File: src/rtl/spi_regs_pkg.sv
// Shared frame geometry for the serial register slave.
// Assumes a fixed 32-bit frame: op flag, 5-bit address, spare bit, 25-bit payload.
package spi_regs_pkg;
    localparam int FRAME_W   = 32;
    localparam int ADDR_W    = 5;
    localparam int DATA_W    = 25;
    localparam int OP_POS    = FRAME_W - 1;
    localparam int ADDR_LSB  = FRAME_W - 1 - ADDR_W;
    localparam int NUM_REGS  = 1 << ADDR_W;
    localparam int CNT_W     = $clog2(FRAME_W + 1);
    localparam int HDR_BITS  = 1 + ADDR_W;
    localparam int DATA_FROM = FRAME_W - DATA_W;
endpackage

File: src/rtl/spi_sync.sv
// Multi-stage synchronizer for a vector of asynchronous inputs.
// Assumes each bit is an independent level; no multi-bit coherency implied.
module spi_sync #(
    parameter int              W       = 3,
    parameter int              STAGES  = 2,
    parameter logic [W-1:0]    RST_VAL = '0
) (
    input  logic         clk,
    input  logic         rst_n,
    input  logic [W-1:0] d,
    output logic [W-1:0] q
);
    logic [W-1:0] stg [STAGES];

    // Shift the inputs through the synchronizer chain.
    always_ff @(posedge clk) begin
        if (!rst_n) begin
            for (int i = 0; i < STAGES; i++) stg[i] <= RST_VAL;
        end else begin
            stg[0] <= d;
            for (int i = 1; i < STAGES; i++) stg[i] <= stg[i-1];
        end
    end

    assign q = stg[STAGES-1];
endmodule

File: src/rtl/spi_frame_shifter.sv
// Serial frame engine: synchronizes the pins and detects SCLK edges.
// It shifts the frame in and drives the read-back bits out.
// Assumes SCLK idles low and each SCLK half period spans at least
// SYNC_STAGES + 3 system clocks.
module spi_frame_shifter
    import spi_regs_pkg::*;
#(
    parameter bit CS_ACTIVE_LOW = 1'b1,
    parameter int SYNC_STAGES   = 2
) (
    input  logic              clk,
    input  logic              rst_n,
    input  logic              sclk_i,
    input  logic              mosi_i,
    input  logic              cs_i,
    input  logic [DATA_W-1:0] rd_word_i,
    output logic [ADDR_W-1:0] hdr_addr_o,
    output logic              wr_en_o,
    output logic [ADDR_W-1:0] wr_addr_o,
    output logic [DATA_W-1:0] wr_data_o,
    output logic              miso_o,
    output logic              cs_act_o,
    output logic [CNT_W-1:0]  bit_cnt_o
);
    localparam logic [2:0] SYNC_RST = {CS_ACTIVE_LOW, 2'b00};

    logic [2:0]         pins_s;
    logic               sclk_q, rise, fall, cs_act;
    logic [CNT_W-1:0]   cnt;
    logic [FRAME_W-1:0] sh;
    logic [DATA_W-1:0]  snap;
    logic               cap_q, fire_q, miso_q;
    logic [CNT_W-1:0]   tap;

    spi_sync #(.W(3), .STAGES(SYNC_STAGES), .RST_VAL(SYNC_RST)) u_sync (
        .clk   (clk),
        .rst_n (rst_n),
        .d     ({cs_i, sclk_i, mosi_i}),
        .q     (pins_s)
    );

    assign cs_act = CS_ACTIVE_LOW ? ~pins_s[2] : pins_s[2];
    assign rise   = cs_act &  pins_s[1] & ~sclk_q;
    assign fall   = cs_act & ~pins_s[1] &  sclk_q;
    assign tap    = CNT_W'(FRAME_W - 1) - cnt;

    // Remember the previous synchronized SCLK level for edge detection.
    always_ff @(posedge clk) begin
        if (!rst_n) sclk_q <= 1'b0;
        else        sclk_q <= pins_s[1];
    end

    // Count and shift in frame bits; stop counting once the frame is full.
    always_ff @(posedge clk) begin
        if (!rst_n) begin
            cnt <= '0;
            sh  <= '0;
        end else if (!cs_act) begin
            cnt <= '0;
        end else if (rise && cnt != CNT_W'(FRAME_W)) begin
            sh  <= {sh[FRAME_W-2:0], pins_s[0]};
            cnt <= cnt + 1'b1;
        end
    end

    // Pulse once the header is in, and once a full write frame is in.
    always_ff @(posedge clk) begin
        if (!rst_n) begin
            cap_q  <= 1'b0;
            fire_q <= 1'b0;
        end else begin
            cap_q  <= rise && cnt == CNT_W'(HDR_BITS - 1);
            fire_q <= rise && cnt == CNT_W'(FRAME_W - 1) && sh[FRAME_W-2];
        end
    end

    // Snapshot the addressed register right after the address arrives.
    always_ff @(posedge clk) begin
        if (!rst_n)     snap <= '0;
        else if (cap_q) snap <= rd_word_i;
    end

    // Drive MISO on falling SCLK: zeros in the header, then the snapshot.
    always_ff @(posedge clk) begin
        if (!rst_n || !cs_act) miso_q <= 1'b0;
        else if (fall) begin
            if (cnt >= CNT_W'(DATA_FROM) && cnt < CNT_W'(FRAME_W))
                miso_q <= snap[tap[$clog2(DATA_W)-1:0]];
            else
                miso_q <= 1'b0;
        end
    end

    assign hdr_addr_o = sh[ADDR_W-1:0];
    assign wr_en_o    = fire_q;
    assign wr_addr_o  = sh[ADDR_LSB +: ADDR_W];
    assign wr_data_o  = sh[DATA_W-1:0];
    assign miso_o     = miso_q;
    assign cs_act_o   = cs_act;
    assign bit_cnt_o  = cnt;
endmodule

File: src/rtl/spi_reg_bank.sv
// Register bank with one serial write port, one parallel write port
// and two combinational read ports. The serial write wins on an address clash.
// Assumes the mask register resets to all ones and every other register to zero.
module spi_reg_bank
    import spi_regs_pkg::*;
#(
    parameter int MASK_REG = 1
) (
    input  logic              clk,
    input  logic              rst_n,
    input  logic              s_we,
    input  logic [ADDR_W-1:0] s_addr,
    input  logic [DATA_W-1:0] s_wdata,
    input  logic              p_we,
    input  logic [ADDR_W-1:0] p_addr,
    input  logic [DATA_W-1:0] p_wdata,
    input  logic [ADDR_W-1:0] ra_addr,
    output logic [DATA_W-1:0] ra_data,
    input  logic [ADDR_W-1:0] rb_addr,
    output logic [DATA_W-1:0] rb_data
);
    logic [DATA_W-1:0] mem [NUM_REGS];

    // Reset values and prioritized writes for every register.
    always_ff @(posedge clk) begin
        for (int i = 0; i < NUM_REGS; i++) begin
            if (!rst_n)
                mem[i] <= (i == MASK_REG) ? '1 : '0;
            else if (s_we && s_addr == ADDR_W'(i))
                mem[i] <= s_wdata;
            else if (p_we && p_addr == ADDR_W'(i))
                mem[i] <= p_wdata;
        end
    end

    assign ra_data = mem[ra_addr];
    assign rb_data = mem[rb_addr];
endmodule

File: src/rtl/spi_reg_slave.sv
// Top of the serial register slave: frame engine plus register bank.
// Assumes SPI mode 0 and a host that sends exactly one frame per select window.
module spi_reg_slave
    import spi_regs_pkg::*;
#(
    parameter bit CS_ACTIVE_LOW = 1'b1,
    parameter int SYNC_STAGES   = 2,
    parameter int MASK_REG      = 1
) (
    input  logic              clk,
    input  logic              rst_n,
    input  logic              spi_sclk,
    input  logic              spi_mosi,
    input  logic              spi_cs,
    output logic              spi_miso,
    input  logic [ADDR_W-1:0] par_addr,
    input  logic              par_we,
    input  logic [DATA_W-1:0] par_wdata,
    output logic [DATA_W-1:0] par_rdata
);
    logic [ADDR_W-1:0] hdr_addr;
    logic [DATA_W-1:0] hdr_word;
    logic              spi_we;
    logic [ADDR_W-1:0] spi_waddr;
    logic [DATA_W-1:0] spi_wdata;
    logic              cs_act;
    logic [CNT_W-1:0]  bit_cnt;

    spi_frame_shifter #(
        .CS_ACTIVE_LOW (CS_ACTIVE_LOW),
        .SYNC_STAGES   (SYNC_STAGES)
    ) u_shift (
        .clk        (clk),
        .rst_n      (rst_n),
        .sclk_i     (spi_sclk),
        .mosi_i     (spi_mosi),
        .cs_i       (spi_cs),
        .rd_word_i  (hdr_word),
        .hdr_addr_o (hdr_addr),
        .wr_en_o    (spi_we),
        .wr_addr_o  (spi_waddr),
        .wr_data_o  (spi_wdata),
        .miso_o     (spi_miso),
        .cs_act_o   (cs_act),
        .bit_cnt_o  (bit_cnt)
    );

    spi_reg_bank #(.MASK_REG(MASK_REG)) u_bank (
        .clk     (clk),
        .rst_n   (rst_n),
        .s_we    (spi_we),
        .s_addr  (spi_waddr),
        .s_wdata (spi_wdata),
        .p_we    (par_we),
        .p_addr  (par_addr),
        .p_wdata (par_wdata),
        .ra_addr (hdr_addr),
        .ra_data (hdr_word),
        .rb_addr (par_addr),
        .rb_data (par_rdata)
    );
endmodule

File: config.mk
export PLATFORM = sky130hd
export DESIGN_NAME = spi_reg_slave
export DESIGN_NICKNAME = d
export VERILOG_FILES = /design/src/rtl/spi_regs_pkg.sv /design/src/rtl/spi_sync.sv /design/src/rtl/spi_frame_shifter.sv /design/src/rtl/spi_reg_bank.sv /design/src/rtl/spi_reg_slave.sv
export SDC_FILE = /design/constraint.sdc
export NUM_CORES = 2
export LEC_CHECK = 0
export ABC_AREA = 1
export BUFFER_PORTS_ARGS = -buffer_cell sky130_fd_sc_hd__buf_2
export CAP_MARGIN = 25
export CELL_PAD_IN_SITES_DETAIL_PLACEMENT = 1
export CELL_PAD_IN_SITES_GLOBAL_PLACEMENT = 1
export CORE_MARGIN = 4
export CORE_UTILIZATION = 45
export DETAILED_ROUTE_END_ITERATION = 10
export PLACE_DENSITY_LB_ADDON = 0.1
export SETUP_SLACK_MARGIN = 0.05
export SYNTH_ARGS = -nofsm -noshare
export SYNTH_HDL_FRONTEND = slang
export SYNTH_SLANG_ARGS = --single-unit
File: constraint.sdc
create_clock -name clk -period 2.5 [get_ports clk]
set_input_delay 0.5 -clock clk [delete_from_list [all_inputs] [get_ports clk]]
set_output_delay 0.5 -clock clk [all_outputs]
set_load 0.02 [all_outputs]
==> summary.md <==
| Metric | Value |
|---|---|
| Drt total wl | `250500 µm` |
| Synthesized area per cell | `8.767 µm²` |
| Layout area overhead | `22.69%` |
| Internal | `0.02710 W` |
| Final design area excluding fillers | `58850 µm²` |
| Port buffer count | `61` |
| DR vias/cell | `7.183` |
| Critical Path Source Type | `primary input` |
| DR vias | `50.33k` |
| VDD IR max | `0.7638 mV` |
| Hold Path Class | `primary input to flop` |
| Total gr overflow | `0` |
| Fmax | `371.2 MHz` |
| Hold Crit Start | `spi_sclk` |
| Register area share after synthesis | `53.09%` |
| Placed insts | `6751` |
| Combinational power share | `12.6%` |
| Psw | `0.009943 W` |
| Vias in the first global route | `49.92k` |
| Final setup viols | `25` |
| Initial Util | `45.44%` |
| Seq cells post-synth | `872` |
| Synth Instances | `5471` |
| RSZ-0062 raised after global routing | `true` |
| Worst Skew | `0.02377 ns` |
| Clk_lat worst skew | `0.69 ns` |
| Die W | `334.5 µm` |
| DRT Pass-1 Iters | `6` |
| Share of layout cells above drive strength 1 | `18.30%` |
| Routability Congestion | `0.9340` |
| Clock-pin slew on the worst setup and hold paths | `0.06 ns` |
| Period minus WS final | `2.694 ns` |
| H-tree depth | `3` |
| Fin crit share | `107.7%` |
| Fin worst setup slack | `-0.1937 ns` |
| Final #Nets | `5569` |
| Failing checks | `negative setup slack` |
| Crit end category | `primary output` |
| Die height | `334.5 µm` |
| Synthesized Nets | `5509` |
| First-pass GRT wire length | `349100 µm` |
| Lkg Pwr | `21.45 nW` |
| CP Max Fanout | `14` |
| Total track usage | `42.92%` |
| Clock Power Share | `41.3%` |
| TritonCTS clock tree | `yes` |
| Clock sinks | `872` |
| Fin cells | `7006` |
| Critical path type | `primary input to primary output` |
| CTS Buf Count | `99` |
| Initial antenna violation count | `2` |
| Slew headroom | `27.61%` |
| Pins Over Slew Limit | `0` |
| Post-synthesis cell area | `47960 µm²` |
| Pwr dens | `629.5 nW/µm²` |
| Hold Fails Final Rpt | `0` |
| Crit-path max cell delay | `0.28 ns` |
| Seq pwr share | `46.1%` |
| DRC violations left | `0` |
| Post-DRT Antenna Nets | `0` |
| DR iter-0 viols | `7957` |
| Maxcap violations | `0` |
| Largest net degree at the start of global routing | `89` |
| Clock Tree Buf Depth | `3` |
| Most frequent cells in the layout | `nand2_1, edfxtp_1, o22ai_1` |
| Root Buffer Master | `clkbuf_16` |
| DP HPWL | `146100 µm` |
| Sw frac | `26.84%` |
| Synth Warn # | `0` |
| Placed inst area | `52710 µm²` |
| Tightest Pin Transition | `1.086 ns` |
| Core Box Area | `105600 µm²` |
| Routed len/inst | `35.75 µm` |
| CP startpoint | `par_addr[0]` |
| Worst slack, placed | `-0.4413 ns` |
| Commonest non-fill, non-tap cell in the layout | `nand2_1` |
| Row cnt | `119` |
| CP top delay family | `buffers and inverters` |
| Unique masters post-synth | `30` |
| Io pins | `62` |
| Reg-to-Reg Start | `u_shift.sh[0]` |
| WP buf/inv | `6` |
| Area of the die | `111900 µm²` |
| Req. time, crit path | `2.00 ns` |
| Max stage delay cell, worst path | `nor3_4` |
| Status | `finished, violations left` |
| Worst path cell trace | `buf_12, nor2_4, buf_6, buf_16, buf_12, buf_16, a22oi_2, nand2_1, nand2_2, nand2_2, nor3_4, nor2_4, buf_6` |
| Critical path data arrival time | `2.19 ns` |
sequential cells by signal, summed over array words and instances (netlist names):
signal              flops
u_shift.snap           25
u_shift.wr_en_o         1
u_shift.u_sync.stg      6
u_shift.cap_q           1
u_bank.mem            800
u_shift.sh             31
u_shift.bit_cnt_o       6
u_shift.sclk_q          1
u_shift.miso_o          1
final timing paths:
check	to	slack (ns)	cells after the start
setup / recovery	par_rdata[23]	-0.19	13
hold / removal	u_shift.u_sync.stg[0][1]	0.02	3
setup reg to reg	u_shift.snap[18]	0.15	10
hold reg to reg	u_shift.u_sync.stg[0][4]	0.42	2
stage by stage:
stage	hold slack, ns	util, %	power [W]	TNS (ns)
finish	0.01982	55.75	0.03705	-3.286
global route	0.04479	55.74	0.03775	-4.068
CTS	0.01316	54.93	0.03654	-2.277
detailed placement	0.4061	49.93	0.02113	-11.66
global placement	0.4003	49.93	0.02104	-11.65
floorplan	0.3905	-	0.01913	-14.13
worst reg2reg max path, cell delays in order, from the launching register on:
cell and delay [ns]:
dfxtp_4 0.45, buf_12 0.34, buf_4 0.35, nand2_1 0.09, nand3_1 0.09, nand3_1 0.09, nand2_1 0.11, nand2_1 0.07
nand3_1 0.33, nand2_1 0.21, a21oi_1 0.15
power by group through the flow:
stage | Clock (W) | Sequential (W) | Combinational [W]
after global routing | 0.0158 | 0.0171 | 0.00480
after CTS | 0.0152 | 0.0170 | 0.00431
after global placement | 0 | 0.0173 | 0.00375
final | 0.0153 | 0.0171 | 0.00467
after detailed placement | 0 | 0.0173 | 0.00381
after floorplan | 0 | 0.0172 | 0.00196
area by class of cell:
| cell class | instances | area (µm²) |
|---|---|---|
| Clock inverter | 55 | 543.0 |
| Tap cell | 1391 | 1740 |
| Multi-Input combinational cell | 3898 | 20820 |
| Sequential cell | 872 | 25480 |
| Clock buffer | 127 | 2749 |
| Inverter | 100 | 432.9 |
| Fill cell | 11680 | 46710 |
| Antenna cell | 3 | 7.507 |
| Timing Repair inverter | 2 | 25.02 |
| Timing Repair Buffer | 558 | 7056 |
synthesized netlist by cell type:
cell	n	area, µm²
nor2_1	143	536.8
ha_1	2	25.02
buf_4	6	45.04
o221a_2	1	11.26
inv_1	88	330.3
nor2_4	2	22.52
o21ai_0	60	300.3
inv_2	10	37.54
a21oi_1	104	520.5
o22ai_2	29	362.9
or2_2	2	12.51
nor3_1	22	110.1
clkbuf_1	302	1134
nor3_2	1	10.01
nand4_1	11	68.82
dfxtp_1	72	1441
a22oi_1	400	3003
nor2_2	1	6.260
o22ai_1	736	4604
buf_1	42	157.7
edfxtp_1	800	24020
buf_2	251	1256
nand2_1	1618	6073
nand3_1	748	3744
nand3_2	5	50.05
a211oi_1	1	7.510
o21ai_1	10	50.05
nand3b_1	1	7.510
clkinv_1	2	7.510
nor4_1	1	6.260
layer usage:
layer	track usage [%]	vias up	share of wire, %
li1	-	20200	-
met1	54.50	24930	36
met2	64.07	4169	43
met3	12.31	1022	14
met4	28.44	4	7.7
met5	0.3404	-	0.035
kinds of logic after synthesis:
group | Yosys count | synth area share (%)
compound gates | 1341 | 18.47
flops | 872 | 53.09
fa+ha+maj | 2 | 0.05216
simple gates | 2555 | 22.20
buf+inv | 701 | 6.188
repair_timing:
item,4_1_cts,5_1_grt
setup endpoints to repair,25,25
buffers inserted,41,14
pin swaps,78,72
hold buffers,0,0
resized for setup,301,145
cloned,19,9
No activity file was read; power rests on OpenSTA's default activity.
